## src/rtl/lock_pkg.sv

```systemverilog
package lock_pkg;
  localparam int STATE_W = 3;

  typedef enum logic [STATE_W-1:0] {
    ST_START = 3'd0,
    ST_P1    = 3'd1,  // matched "0"
    ST_P2    = 3'd2,  // matched "01"
    ST_P3    = 3'd3,  // matched "010"
    ST_P4    = 3'd4,  // matched "0101"
    ST_OPEN  = 3'd5   // matched full code
  } lock_state_e;
endpackage

```

## src/rtl/btn_sync.sv

```systemverilog
module btn_sync #(
  parameter int STAGES = 2
) (
  input  logic clk,
  input  logic rst_n,
  input  logic raw_i,
  output logic lvl_o
);
  logic [STAGES-1:0] chain_q;

  generate
    if (STAGES == 1) begin : g_one
      always_ff @(posedge clk or negedge rst_n) begin
        if (!rst_n) chain_q <= '0;
        else        chain_q <= raw_i;
      end
    end else begin : g_many
      always_ff @(posedge clk or negedge rst_n) begin
        if (!rst_n) chain_q <= '0;
        else        chain_q <= {chain_q[STAGES-2:0], raw_i};
      end
    end
  endgenerate

  assign lvl_o = chain_q[STAGES-1];
endmodule

```

## src/rtl/rise_pulse.sv

```systemverilog
module rise_pulse (
  input  logic clk,
  input  logic rst_n,
  input  logic lvl_i,
  output logic pulse_o
);
  logic prev_q;

  always_ff @(posedge clk or negedge rst_n) begin
    if (!rst_n) prev_q <= 1'b0;
    else        prev_q <= lvl_i;
  end

  assign pulse_o = lvl_i & ~prev_q;
endmodule

```

## src/rtl/lock_fsm.sv

```systemverilog
module lock_fsm
  import lock_pkg::*;
(
  input  logic        clk,
  input  logic        rst_n,
  input  logic        clr_i,
  input  logic        dig0_i,
  input  logic        dig1_i,
  output lock_state_e state_o,
  output logic        open_o
);
  lock_state_e state_q, state_d;
  logic        state_en;

  // update only on an event: a clear or a digit pulse
  assign state_en = clr_i | dig0_i | dig1_i;

  always_comb begin
    state_d = state_q;
    if (clr_i) begin
      state_d = ST_START;
    end else if (dig0_i && dig1_i) begin
      state_d = ST_START;
    end else if (dig0_i) begin
      unique case (state_q)
        ST_START: state_d = ST_P1;
        ST_P1:    state_d = ST_P1;
        ST_P2:    state_d = ST_P3;
        ST_P3:    state_d = ST_P1;
        ST_P4:    state_d = ST_P3;
        ST_OPEN:  state_d = ST_P1;
        default:  state_d = ST_START;
      endcase
    end else if (dig1_i) begin
      unique case (state_q)
        ST_START: state_d = ST_START;
        ST_P1:    state_d = ST_P2;
        ST_P2:    state_d = ST_START;
        ST_P3:    state_d = ST_P4;
        ST_P4:    state_d = ST_OPEN;
        ST_OPEN:  state_d = ST_START;
        default:  state_d = ST_START;
      endcase
    end
  end

  always_ff @(posedge clk or negedge rst_n) begin
    if (!rst_n)        state_q <= ST_START;
    else if (state_en) state_q <= state_d;
  end

  assign state_o = state_q;
  assign open_o  = (state_q == ST_OPEN);
endmodule

```

## src/rtl/combo_lock.sv

```systemverilog
module combo_lock
  import lock_pkg::*;
#(
  parameter int SYNC_STAGES = 2
) (
  input  logic clk,
  input  logic rst_n,
  input  logic btn0_i,
  input  logic btn1_i,
  input  logic clear_i,
  output logic unlock_o
);
  localparam int NUM_DIG = 2;

  logic [NUM_DIG-1:0] raw_dig;
  logic [NUM_DIG-1:0] lvl_dig;
  logic [NUM_DIG-1:0] pulse;
  logic               clr_lvl;
  lock_state_e        state_q;

  assign raw_dig = {btn1_i, btn0_i};

  generate
    for (genvar i = 0; i < NUM_DIG; i++) begin : g_dig
      btn_sync #(.STAGES(SYNC_STAGES)) u_sync (
        .clk(clk), .rst_n(rst_n), .raw_i(raw_dig[i]), .lvl_o(lvl_dig[i])
      );
      rise_pulse u_edge (
        .clk(clk), .rst_n(rst_n), .lvl_i(lvl_dig[i]), .pulse_o(pulse[i])
      );
    end
  endgenerate

  btn_sync #(.STAGES(SYNC_STAGES)) u_clr_sync (
    .clk(clk), .rst_n(rst_n), .raw_i(clear_i), .lvl_o(clr_lvl)
  );

  lock_fsm u_fsm (
    .clk(clk), .rst_n(rst_n), .clr_i(clr_lvl),
    .dig0_i(pulse[0]), .dig1_i(pulse[1]),
    .state_o(state_q), .open_o(unlock_o)
  );
endmodule

```

## config.mk

```make
export PLATFORM = sky130hd
export DESIGN_NAME = combo_lock
export DESIGN_NICKNAME = d
export VERILOG_FILES = /design/src/rtl/lock_pkg.sv /design/src/rtl/btn_sync.sv /design/src/rtl/rise_pulse.sv /design/src/rtl/lock_fsm.sv /design/src/rtl/combo_lock.sv
export SDC_FILE = /design/constraint.sdc
export NUM_CORES = 1
export LEC_CHECK = 0
export BUFFER_PORTS_ARGS = -buffer_cell sky130_fd_sc_hd__clkbuf_2
export CAP_MARGIN = 20
export CORE_AREA = 2 2 39 41
export CTS_CLUSTER_SIZE = 14
export DETAILED_ROUTE_END_ITERATION = 10
export DIE_AREA = 0 0 41 43
export SLEW_MARGIN = 25
export SYNTH_ARGS = -nofsm -noshare
export SYNTH_HDL_FRONTEND = slang
export SYNTH_SLANG_ARGS = --single-unit
```

## constraint.sdc

```tcl
create_clock -name clk -period 3.1 [get_ports clk]
set_input_delay 0.155 -clock clk [delete_from_list [all_inputs] [get_ports clk]]
set_output_delay 0.155 -clock clk [all_outputs]
set_load 0.02 [all_outputs]
```

==> results of run 1 <==
[cells in the final DEF, fill, tap and decap left out]
master / instances
dfrtp_1: 11
clkbuf_2: 5
nand2b_1: 4
dlygate4sd3_1: 4
nor2_1: 3
clkbuf_4: 3
mux2i_1: 2
inv_1: 1
o211ai_1: 1
nor2b_1: 1
or4_1: 1
nor3b_1: 1
nand3_1: 1
a31oi_1: 1
and4bb_2: 1
o32ai_1: 1
o21ai_0: 1
nand2_1: 1
or3_1: 1
a211oi_1: 1
clkinv_2: 1
[area by class of cell]
| class | count | area, sq um |
|---|---|---|
| fill | 138 | 852.1 |
| sequential | 11 | 275.3 |
| multi-input combinational | 21 | 140.1 |
| timing repair buffer | 9 | 65.06 |
| clock buffer | 3 | 22.52 |
| tap | 16 | 20.02 |
| clock inverter | 1 | 5.005 |
| inverter | 1 | 3.754 |
[where the power goes]
part	switching [mW]	leakage, nW	total, mW	internal (mW)
Clock	0.0485	0.0177	0.0962	0.0477
Sequential	0.00530	0.134	0.156	0.150
Combinational	0.00854	0.0808	0.0186	0.0100
Total	0.0623	0.232	0.270	0.208
[per-layer routing]
layer / vias to the layer above / wire length [um]
li1: 145 / -
met2: 8 / 313
met4: 0 / 0
met1: 133 / 338
met3: 0 / 25
met5: - / 0
[worst max path at each step]
| stage | start | to | slack (ns) | cells after the start |
|---|---|---|---|---|
| floorplan | u_fsm.state_o[1] | u_fsm.state_o[1] | 1.83 | 3 |
| global placement | u_fsm.state_o[1] | u_fsm.state_o[1] | 1.79 | 3 |
| detailed placement | u_fsm.state_o[1] | u_fsm.state_o[1] | 1.78 | 3 |
| CTS | u_fsm.state_o[1] | u_fsm.state_o[1] | 1.74 | 3 |
| global route | u_fsm.state_o[1] | u_fsm.state_o[1] | 1.66 | 3 |
| finish | u_fsm.state_o[1] | u_fsm.state_o[1] | 1.75 | 3 |
[logic make-up after synthesis]
group / Yosys count / share of synthesized area (%)
flops: 11 / 65.67
mux: 2 / 4.776
simple gates: 14 / 20.30
compound gates: 5 / 8.360
buf+inv: 1 / 0.8947
[worst max-delay path: cells and delay by family, from the launching register on]
kind | cells | cell delay (ns)
and+or+nand+nor | 2 | 0.68
DFF | 1 | 0.44
AOI/OAI and AO/OA | 1 | 0.16
[sequential cells by signal, indices dropped and copies added, names as in the netlist]
signal,flops
u_fsm.state_o,3
g_dig.u_edge.prev_q,2
u_clr_sync.chain_q,2
g_dig.u_sync.chain_q,4
[repair_timing]
| item | 4_1_cts | 5_1_grt |
|---|---|---|
| hold endpoints to repair | 14 | 0 |
| hold buffers | 4 | 0 |
| gates resized for setup | 0 | 0 |
[through the flow]
stage	power (mW)	util, %	cell area (sq um)
final	0.2703	38.43	531.8
after global placement	0.1731	33.54	464.2
after floorplan	0.1655	-	419.2
after CTS	0.2765	38.43	531.8
after detailed placement	0.1733	33.54	464.2
after global routing	0.2848	38.43	531.8
==> impl_metrics.ini, run 1 <==
[outcome]
outcome = finished, final reports clean

[critical_path]
worstSetupStartpointType = flop
crit_fanout = 6
max_stage_delay_ns = 0.50
cp_data_required_time_ns = 3.29
reg2reg_to = u_fsm.state_o[1]
rr_worst_depth = 3
worstPathArrival_ns = 1.54
cp-end-kind = flop
cp_cell_sequence = nand2b_1, or4_1, a31oi_1
rrSetupSlack_ns = 1.75
critical_path_class = reg2reg
r2r_start = u_fsm.state_o[1]
slowest_stage = or4_1

[synthesis]
yosysTopAreaCellShare_pct = 65.67
synth_flop_cell = dfrtp_1
yosys_warnings = 0
synth_enable_flop_cells = 0
yosysTopAreaCell = dfrtp_1
synth_cell_types = 17
synth_common_cells = 11 x dfrtp_1, 4 x nand2b_1, 3 x nor2_1
synth_seq_area_share_pct = 65.67
ys_seq_elements = 11
syn_avg_cell_area_sq_um = 12.70
yosysMostFrequentCell = dfrtp_1
async_reset_ff_share_pct = 100.0
syn-instance-count = 33
synth_area_sq_um = 419.2
syn-num-nets = 38
synth.area.top_cells = dfrtp_1 66%, nand2b_1 6.0%, mux2i_1 4.8%

[clock_tree]
clkLatencyLatePin_ns = 0.27
cts_tree = done
clk_pin_slew_ns = 0.07
cts-root-buf = clkbuf_4
ctsHtreeMaxLevel = 1
cts_setup_buffers = 0
clock_path_buffers = 2
cts.sinks = 11
cts_inserted_buffers = 3

[pwr]
power_density_nw_per_um2 = 508.3
power.leakage_nw = 0.2325
vdd_drop_max_uv = 311.1

[global_routing]
grt_first_pass_wirelength_um = 1138
overflow = 0
grt_pass1_vias = 282
grt_busiest_layer = met2
met3_usage_pct = 7.853
grt_usage_pct = 10.21
grt_use_met2_pct = 13.44
use_met1_pct = 12.24
grt_max_degree = 12
antenna_found_initial = 0

[floorplan]
start_util_pct = 30.29
die_h_um = 43
rows = 14
die_x_um = 41
die_area_sq_um = 1763
core_sq_um = 1384
ios = 6

[place]
io_buffers = 5
dp_cells = 54
place.gp.congestion = 0.6390
place_hpwl_um = 430.2
pre_cts_slack_ns = 1.776

[finish]
areaGrowthSynthToFinish_pct = 26.87
diodes = 0
drive_above_1_share_pct = 21.74
instances_no_fill = 62
layout.nets = 52

[route]
wl_per_cell_um = 10.92
via_count = 286
viasPerCell = 4.613
dr.pass1.iters = 4
postRouteAntennaNets = 0
drc_errors = 0
wl_um = 677
first_iter_violations = 10

[sta]
fin_hold_ws_ns = 0.2784
setup_slack_ns = 1.752
slew_violations = 0
timing.fmax_mhz = 741.8
final_hold_viol_count = 0
fin_crit_ns = 1.348
setup_viol = 0
rsz0062_at_grt = false
clock_skew_ns = 0.005548
slew_headroom_pct = 82.58
setup_tns_ns = 0
tightest_slew_ns = 0.2613
period_share_pct = 43.49

[flow_run]
cap_violations = 0

[hold_path]
hp-class = in2async
No activity file was read; power rests on OpenSTA's default activity.
==> run 2, diff against run 1 <==
clock period = 1.35 ns   (was 3.1 ns; I/O delays follow)
==> run 2 against run 1 <==
Effect of this change:
- fmax up 5.3%
- flip-flop and latch count unchanged
- wire length up 8.3%
- design area up 12%
- utilization up 4.4 points
- final cell count up 9.7%
- worst hold slack worse by 0.084 ns
- die area unchanged
- critical path depth unchanged
- critical path type unchanged
- largest power group unchanged
==> impl_metrics.ini, run 2 (synthesis results as in run 1) <==
[outcome]
outcome = finished, final reports clean

[place]
place_hpwl_um = 470.5
io_buffers = 5
place.gp.congestion = 0.7180
dp_cells = 57

[sta]
rsz0062_at_grt = true
slew_violations = 0
tightest_slew_ns = 0.2702
setup_tns_ns = 0
final_hold_viol_count = 0
period_share_pct = 94.84
fin_crit_ns = 1.280
fin_hold_ws_ns = 0.1948
setup_viol = 0
slew_headroom_pct = 81.99
timing.fmax_mhz = 781.0
clock_skew_ns = 0.009125

[critical_path]
crit_fanout = 4
reg2reg_to = u_fsm.state_o[1]
worstPathArrival_ns = 1.46
rrSetupSlack_ns = 0.07
max_stage_delay_ns = 0.49
rr_worst_depth = 3
cp-end-kind = flop
cp_cell_sequence = nand2b_4, or4_1, a31oi_1
r2r_start = g_dig[1].u_edge.prev_q
cp_data_required_time_ns = 1.53
worstSetupStartpointType = flop
slowest_stage = or4_1
critical_path_class = reg2reg

[finish]
diodes = 0
top_register = g_dig.u_sync.chain_q
largest_register_ff_count = 4
areaGrowthSynthToFinish_pct = 41.49
num-fill-cells = 131
drive_above_1_share_pct = 36.54
layout_common_cells = 10 x dfrtp_1, 6 x buf_4, 5 x clkbuf_2, 4 x dlygate4sd3_1
final_common_cell = dfrtp_1
layout.nets = 58
instances_no_fill = 68

[floorplan]
core_sq_um = 1384
die_x_um = 41
start_util_pct = 30.29
rows = 14
die_area_sq_um = 1763
die_h_um = 43
ios = 6

[flow_run]
cap_violations = 0

[global_routing]
antenna_found_initial = 0
overflow = 0
grt_max_degree = 12
grt_usage_pct = 10.53
grt_pass1_vias = 272
grt_first_pass_wirelength_um = 1152

[clock_tree]
cts_tree = done
cts.sinks = 11
cts-root-buf = clkbuf_4
clkLatencyLatePin_ns = 0.27
ctsHtreeMaxLevel = 1
clock_path_buffers = 2
cts_inserted_buffers = 3
clk_pin_slew_ns = 0.08

[route]
first_iter_violations = 0
postRouteAntennaNets = 0
viasPerCell = 4.603
via_count = 313
dr.pass1.iters = 1
drc_errors = 0
wl_um = 733
wl_per_cell_um = 10.78

[hold_path]
hp-class = in2async

[pwr]
vdd_drop_max_uv = 539.4
design_power_total_uw = 641.6
power_density_nw_per_um2 = 1082
power.leakage_nw = 0.2668
## run 2: changes by cell type in the layout (fill, tap and decap cells not counted), sizes merged
cell | before | now
buf | 0 | 6
## run 2: routing by layer
metal / up-vias / global-route usage [%] / routed length [um] / share of wire [%]
met3: 0 / 4.712 / 27 / 3.7
met2: 6 / 13.13 / 344 / 47
met4: 0 / 8.000 / 0 / 0
met5: - / 0 / 0 / 0
met1: 152 / 13.65 / 361 / 49
li1: 155 / - / - / -
## run 2: worst max-delay path: cells and delay by family (launching register included)
family,cells,cell delay [ns]
AND/OR/NAND/NOR,2,0.64
AO/OA/AOI/OAI,1,0.19
flip-flops,1,0.37
## run 2: cell type report
| type | count | area, sq um | share of cell area [%] |
|---|---|---|---|
| Clock buffer | 3 | 22.52 | 3.797 |
| Inverter | 1 | 3.754 | 0.6329 |
| Timing Repair Buffer | 15 | 110.1 | 18.57 |
| Tap cell | 16 | 20.02 | 3.376 |
| Multi-Input combinational cell | 21 | 155.1 | 26.16 |
| Sequential cell | 11 | 276.5 | 46.62 |
| Clock inverter | 1 | 5.005 | 0.8439 |
## run 2: timing repair
item / 4_1_cts / 5_1_grt
hold buffers: 4 / 0
endpoints found under the hold margin: 14 / 0
buffers inserted: 0 / 3
gates resized for setup: 0 / 4
setup endpoints to repair: 0 / 1
## run 2: power breakdown
group	switching, mW	internal (mW)	total, mW
registers	0.0126	0.346	0.358
clock network	0.111	0.110	0.220
logic	0.0248	0.0385	0.0632
## run 2: worst max-delay path by stage
| stage | to | cells after the start | start |
|---|---|---|---|
| floorplan | u_fsm.state_o[1] | 3 | u_fsm.state_o[1] |
| global placement | u_fsm.state_o[1] | 3 | u_fsm.state_o[1] |
| detailed placement | u_fsm.state_o[1] | 3 | u_fsm.state_o[1] |
| CTS | u_fsm.state_o[1] | 3 | u_fsm.state_o[1] |
| global route | u_fsm.state_o[1] | 3 | g_dig[1].u_edge.prev_q |
| finish | u_fsm.state_o[1] | 3 | g_dig[1].u_edge.prev_q |
## run 2: through the flow
stage / setup slack, ns / util [%] / area [sq um]
after global routing: -0.003141 / 42.86 / 593.1
after global placement: 0.1079 / 35.17 / 486.7
after CTS: 0.03460 / 40.05 / 554.3
final: 0.06965 / 42.86 / 593.1
after floorplan: 0.07782 / - / 419.2
after detailed placement: 0.05046 / 35.17 / 486.7
